**src/rtl/mop_expander.sv**
```systemverilog
module mop_expander #(
  parameter int SLOTS  = 8,
  parameter int OPW    = 64,
  parameter int PAUSEW = 3
) (
  input  logic                                    clk,
  input  logic                                    rst_n,
  input  logic                                    in_valid,
  output logic                                    in_ready,
  input  logic [OPW-1:0]                          in_word,
  input  logic                                    in_flush,
  output logic                                    out_valid,
  output logic [SLOTS-1:0]                        out_slot_vld,
  output logic [SLOTS*(OPW-1-$clog2(SLOTS)-PAUSEW)-1:0] out_payload,
  output logic                                    err_dup
);
  localparam int TW   = $clog2(SLOTS);
  localparam int PAYW = OPW - 1 - TW - PAUSEW;

  logic                          open_q, err_q, ov_q;
  logic [SLOTS-1:0]              vld_q, ovld_q, new_vld;
  logic [SLOTS-1:0][PAYW-1:0]    pay_q, opay_q, new_pay;
  logic [PAUSEW-1:0]             pause_q, cnt_q;

  wire            hdr = in_word[OPW-1];
  wire [TW-1:0]   typ = in_word[OPW-2 -: TW];
  wire [PAUSEW-1:0] pz = in_word[OPW-2-TW -: PAUSEW];
  wire [PAYW-1:0] pay = in_word[PAYW-1:0];

  assign in_ready     = (cnt_q == '0) && !in_flush;
  assign out_valid    = ov_q;
  assign out_slot_vld = ovld_q;
  assign out_payload  = opay_q;
  assign err_dup      = err_q;

  always_comb begin
    for (int i = 0; i < SLOTS; i++) begin
      new_vld[i] = (typ == TW'(i));
      new_pay[i] = (typ == TW'(i)) ? pay : '0;
    end
  end

  always_ff @(posedge clk) begin
    if (!rst_n) begin
      open_q <= 1'b0; err_q <= 1'b0; ov_q <= 1'b0;
      vld_q <= '0; ovld_q <= '0; pay_q <= '0; opay_q <= '0;
      pause_q <= '0; cnt_q <= '0;
    end else begin
      ov_q   <= 1'b0;
      ovld_q <= '0;
      opay_q <= '0;
      if (cnt_q != '0) begin
        ov_q  <= 1'b1;
        cnt_q <= cnt_q - 1'b1;
      end else if (in_flush) begin
        if (open_q) begin
          ov_q <= 1'b1; ovld_q <= vld_q; opay_q <= pay_q;
          cnt_q <= pause_q; open_q <= 1'b0;
        end
      end else if (in_valid) begin
        if (!open_q || hdr) begin
          if (open_q) begin
            ov_q <= 1'b1; ovld_q <= vld_q; opay_q <= pay_q;
            cnt_q <= pause_q;
          end
          open_q  <= 1'b1;
          vld_q   <= new_vld;
          pay_q   <= new_pay;
          pause_q <= pz;
        end else if (vld_q[typ]) begin
          err_q <= 1'b1;
        end else begin
          vld_q[typ] <= 1'b1;
          pay_q[typ] <= pay;
        end
      end
    end
  end

  p_hdr_emit_r2: assert property (@(posedge clk) disable iff (!rst_n)
    (in_valid && in_ready && hdr && open_q) |=> (out_valid && out_slot_vld != '0));

  p_pause_empty_r5: assert property (@(posedge clk) disable iff (!rst_n)
    (cnt_q != '0) |=> (out_valid && out_slot_vld == '0));

  p_dup_flag_r7: assert property (@(posedge clk) disable iff (!rst_n)
    (in_valid && in_ready && !hdr && open_q && vld_q[typ]) |=> err_dup);

  p_err_sticky_r7: assert property (@(posedge clk) disable iff (!rst_n)
    err_dup |=> err_dup);

  p_idle_r10: assert property (@(posedge clk) disable iff (!rst_n)
    !out_valid |-> (out_slot_vld == '0));

  generate
    for (genvar g = 0; g < SLOTS; g++) begin : g_nop
      p_nop_zero_r4: assert property (@(posedge clk) disable iff (!rst_n)
        (out_valid && !out_slot_vld[g]) |-> (out_payload[g*PAYW +: PAYW] == '0));
    end
  endgenerate
endmodule

```
**config.mk**
```make
export PLATFORM = sky130hd
export DESIGN_NAME = mop_expander
export DESIGN_NICKNAME = d
export VERILOG_FILES = /design/src/rtl/mop_expander.sv
export SDC_FILE = /design/constraint.sdc
export NUM_CORES = 1
export LEC_CHECK = 0
export ABC_AREA = 1
export CORE_UTILIZATION = 55
export CTS_BUF_LIST = sky130_fd_sc_hd__clkbuf_8
export DETAILED_ROUTE_END_ITERATION = 12
export DONT_BUFFER_PORTS = 1
export GPL_TIMING_DRIVEN = 1
export PLACE_DENSITY = 0.7
export SLEW_MARGIN = 15
export SYNTH_ARGS = -nofsm -noshare
export SYNTH_HDL_FRONTEND = slang
export SYNTH_SLANG_ARGS = --single-unit
```
**constraint.sdc**
```tcl
create_clock -name clk -period 3.3 [get_ports clk]
set_clock_uncertainty 0.15 [all_clocks]
set_input_delay 0.495 -clock clk [delete_from_list [all_inputs] [get_ports clk]]
set_output_delay 0.495 -clock clk [all_outputs]
set_load 0.005 [all_outputs]
```
* Word level (Yosys, flattened, before mapping)
Index checks and enable logic that the tools add are counted.
Word-level totals: flip-flop bits (word level) 937, input port bits 68, output and inout bits 467
Cells by class: add/subtract/negate cells 1, order comparisons 2, equal/unequal tests 8, muxes and demuxes 40, bitwise gates (word level) 5, reductions and logical operators 18
Operators with widths (number):
- two-way mux 456 bit | 6
- two-way mux 57 bit | 9
- bitwise mux 456 bit | 1
- demux 57 bit (select 3 bit) | 1
- two-way mux 8 bit | 6
- two-way mux 3 bit | 5
- equality test 3 bit, second input constant | 4
- two-way mux 1 bit | 10
- nonzero test 3 bit | 3
- bitwise OR 8 bit | 1
- AND reduction 4 bit | 2
- equality test 3 x 2 -> 1 bit, second input constant | 2
- logical NOT 3 bit | 2
- AND reduction 5 bit | 1
- less-than comparator 3 x 4 -> 1 bit, second input constant | 1
- NOT 1 bit | 4
- nonzero test 2 bit | 2
- binary-select mux 1 bit (select 3 bit) | 1
- demux 1 bit (select 3 bit) | 1
- equality test 3 x 1 -> 1 bit, second input constant | 1
- greater-or-equal comparator 3 x 1 -> 1 bit, second input constant | 1
- AND reduction 3 bit | 1
- subtractor 3 x 1 -> 3 bit, second input constant | 1
- logical AND 1 bit | 2
- 5 further kinds | 6

* Longest topological paths before layout
depth in word-level cells 7, depth in mapped cells 13, gate-level depth less buffers 10

* Worst setup path before layout
OpenSTA, ideal clock, no wires.
path type input to register, from input in_word[60], to register pay_q[150] (netlist bit), setup time 0.132 ns, data arrival time 1.599 ns, data required time 3.018 ns, path slack 1.418 ns, cell stages on the path 13, cells stage by stage buf_6 > inv_2 > nand2_1 > nand2_1 > nand2_1 > nand3_2 > nand3_4 > buf_12 > nand3_2 > buf_6 > buf_4 > nand2_1 > a21oi_1
Between the ends: cells in the longest elaborated chain, start to end 7
RTL lines:
- start: declaration | line 10 | input logic [OPW-1:0] in_word,
- less-than comparator 3 x 4 -> 1 bit (not written as such) / greater-or-equal comparator 3 x 1 -> 1 bit (equally long branches) | line 74 | pay_q[typ] <= pay;
- logical AND 1 bit (not written as such) | line 74
- two-way mux 57 bit (not written as such) | line 74
- demux 57 bit (select 3 bit) | line 74
- bitwise mux 456 bit | line 74
- two-way mux 456 bit | line 70 | end else if (vld_q[typ]) begin
- two-way mux 456 bit | line 61 | if (!open_q || hdr) begin
- end signal: assignment | line 68 | pay_q <= new_pay;
- end signal: indexed assignment | line 74
- end: declaration | line 22 | logic [SLOTS-1:0][PAYW-1:0] pay_q, opay_q, new_pay;
Several ways; a longest one is shown, not always the timed one. The select of a mux whose other input is x is not followed. A chain may end at the register's enable or synchronous reset.

* Worst setup path in the final report
from register cnt_q[0], to register pause_q[2]
Between the ends: cells in the longest elaborated chain, start to end 3
RTL lines:
- start: declaration | line 23 | logic [PAUSEW-1:0] pause_q, cnt_q;
- start signal: assignment | line 54 | cnt_q <= cnt_q - 1'b1;
- start signal: assignment | line 64 | cnt_q <= pause_q;
- nonzero test 3 bit | line 52 | if (cnt_q != '0) begin
- NOT 1 bit (no source line)
- AND reduction 4 bit (no source line)
- end signal: assignment | line 69 | pause_q <= pz;
- end: declaration | line 23
No other way between the ends.

==> results_dict.tcl <==
set metrics [dict create \
    numCtsBuffers 145 \
    synth_top_cell_area_share_pct 58.6 \
    final_util_pct 60.9 \
    worstSetupPathType "reg2reg" \
    ys_seq_area_share_pct 58.6 \
    ios 535 \
    fin_crit_ns 2.99 \
    syn_area_um2 32000 \
    post_drt_via_cell_ratio 5.64 \
    overflow 0 \
    timing.final.ws_setup_ns 0.306 \
    die_h_um 243 \
    fin_crit_sh_pct 90.7 \
    ys_seq_elements 937 \
    gr-usage-all-layers_pct 30.4 \
    start_kind "register" \
    cts_setup_buffers 0 \
    synthCells 3722 \
    crit_end "pause_q[2]$_SDFFE_PN0P_" \
    slew_viol_final 0 \
    drive_gt1_share_pct 8.02 \
    r2r_cells 11 \
    dieArea_um2 59200 \
    grt_pass1_wl_um 141000 \
    crit_start "cnt_q[0]$_SDFFE_PN0P_" \
    start_util_pct 55.6 \
    hp-class "in2reg" \
    hpwl_um 53400 \
    drtIter0Drc 2811 \
    cts_tree "done" \
    r2r-start "cnt_q[0]$_SDFFE_PN0P_" \
    wire_per_inst_um 20.7 \
    grt_max_degree 222 \
    area_delta_synth_final_pct 9.51 \
    arrival_ns 3.51 \
    final_hold_viol_count 0 \
    crit_path_end_kind "register" \
    clock_sinks 937 \
    p_per_area_nw_per_um2 663 \
    cp_data_required_time_ns 3.82 \
    firstDrtPassIters 6 \
    core_um2 57600 \
    via_count 25300 \
    finalWeightedCongestion 0.823 \
    synthTopCellsByArea "dfxtp_1 59%, nand2_1 11%, nand4_1 8.9%, a21oi_1 7.4%, inv_1 5.6%" \
    fin_nets 3697 \
    worstPathMaxFanout 83 \
    r2r_end "pause_q[2]$_SDFFE_PN0P_" \
    syn_nets 3792 \
    tns_ns 0 \
    die_x_um 243 \
    finalWirelength_um 93200 \
    synth_warnings 0 \
    dpl_worst_slack_ns 0.577 \
    first_global_vias 23200 \
    fillers 4946 \
    ir_worst_vdd_v 0.000442 \
    drc 0 \
    root_buffer "clkbuf_8" \
    htreeDepth 4 \
    synth_cell_types 26 \
    port_buffers 0 \
    grt_setup_unrepaired "false" \
    finalSetupViolCount 0 \
    grt_antenna_before_repair 3 \
    fmax_mhz 334 \
    postRouteAntennaNets 0 \
    outcome "complete, no violations" \
    row_count 88 \
    r2r_slack_ns 0.31 \
    p_leak_nw 15.5 \
    drv_cap 0 \
    tightest_slew_ns 1.15 \
    relSlewSlack_pct 23.2 \
    synth_area_per_cell_um2 8.60 \
    insertion_delay_ns 0.79 \
    yosysTopAreaCell "dfxtp_1" \
    clkTransAtPathRegs_ns 0.06 \
    cts_buffer_depth 3 \
]
==> placed cells by master, fill, tap and decap left out, drive strengths merged <==
master and instances:
nand4 457, clkinv 19, nand2 930, nor2 48
dlygate4sd3 69, inv 523, diode 2, bufinv 1
nor3 1, a211oi 3, dfxtp 937, nand3 15
clkinvlp 5, clkbuf 182, a2111oi 1, a21oi 471
o21ai 12, ha 2, buf 51
==> timing repair <==
| action | CTS | global route |
|---|---|---|
| resized for setup | 0 | 1 |
| hold buffers | 69 | 0 |
| setup endpoints to repair | 0 | 1 |
| hold endpoints to repair | 467 | 0 |
==> logic make-up after synthesis <==
logic type                 count (synthesis)  synth area share (%)
and+or+nand+nor                         1451                  20.9
DFF                                      937                  58.6
adders and majority gates                  2                0.0782
AOI/OAI and AO/OA                        487                  7.65
buffers and inverters                    845                  12.8
==> how the worst min path moves through the flow <==
stage / startpoint / to / slack [ns] / cells past startpoint
finish: in_word[62] / pay_q[125]$_SDFFE_PN0P_ / 0.07 / 4
CTS: in_flush / pay_q[1]$_SDFFE_PN0P_ / 0.009 / 5
global placement: pay_q[161]$_SDFFE_PN0P_ / out_payload[161]$_SDFF_PP0_ / 0.27 / 2
floorplan: pay_q[113]$_SDFFE_PN0P_ / out_payload[113]$_SDFF_PP0_ / 0.26 / 2
global route: in_flush / pay_q[1]$_SDFFE_PN0P_ / 0.05 / 5
detailed placement: pay_q[284]$_SDFFE_PN0P_ / out_payload[284]$_SDFF_PP0_ / 0.27 / 2
==> worst max-delay path, cell delays in order, from the launching register on <==
cell and delay, ns:
dfxtp_1 0.32, inv_1 0.08, ha_1 0.20, nand2_2 0.11, inv_2 0.10, nand2_2 0.10, nor2_8 0.29, buf_12 0.38
nand2_2 0.26, o21ai_0 0.23, dlygate4sd3_1 0.59, a21oi_1 0.04
==> routing by layer <==
| metal | vias to the layer above | share of wire [%] | track usage, % |
|---|---|---|---|
| met1 | 12000 | 42 | 41.0 |
| met2 | 1354 | 45 | 46.0 |
| met4 | 2 | 3.8 | 13.0 |
| met3 | 228 | 9.4 | 7.87 |
| li1 | 11700 | - | - |
| met5 | - | 0.012 | 0 |
==> Yosys cell counts <==
master	instances
a2111oi_0	1
a211oi_1	3
ha_1	2
dfxtp_1	937
nand3_4	1
nand3_1	9
nand2_2	2
a21oi_1	471
inv_2	7
nor2_4	1
buf_4	31
clkbuf_1	92
buf_12	1
nand3_2	5
o21ai_0	12
clkbuf_2	28
buf_6	78
buf_2	126
nor2_1	46
nor2_8	1
buf_1	4
buf_8	2
nor3_1	1
inv_1	476
nand2_1	928
nand4_1	457
==> power breakdown <==
| part | internal [mW] | total, mW | switching (mW) |
|---|---|---|---|
| combinational | 0.440 | 2.13 | 1.69 |
| clock | 5.07 | 9.57 | 4.50 |
| sequential | 11.4 | 11.5 | 0.0803 |
==> flip-flops by register name, indices dropped and copies added, names as in the netlist <==
signal,flops
open_q,1
err_dup,1
pay_q,456
out_payload,456
out_slot_vld,8
out_valid,1
vld_q,8
pause_q,3
cnt_q,3
==> per-stage QoR <==
step | total power, mW | instance area (µm²) | cells | hold slack [ns]
3_3_place_gp | 13.6 | 31500 | 4176 | 0.265
6_report | 23.2 | 35100 | 4494 | 0.0698
3_5_place_dp | 13.7 | 31500 | 4176 | 0.267
4_1_cts | 23.3 | 35000 | 4492 | 0.00901
5_1_grt | 24.1 | 35100 | 4494 | 0.0508
2_1_floorplan | 13.2 | 32000 | 3722 | 0.258
==> area by class of cell <==
| type | instances | area [µm²] | area share, % |
|---|---|---|---|
| timing repair buffer | 120 | 1320 | 3.78 |
| multi-input combinational | 1940 | 9300 | 26.5 |
| antenna | 2 | 5.00 | 0.0143 |
| clock buffer | 182 | 2500 | 7.15 |
| inverter | 483 | 1820 | 5.19 |
| sequential | 937 | 18800 | 53.5 |
| clock inverter | 65 | 385 | 1.10 |
| tap | 765 | 957 | 2.73 |
No activity file was read; power rests on OpenSTA's default activity.
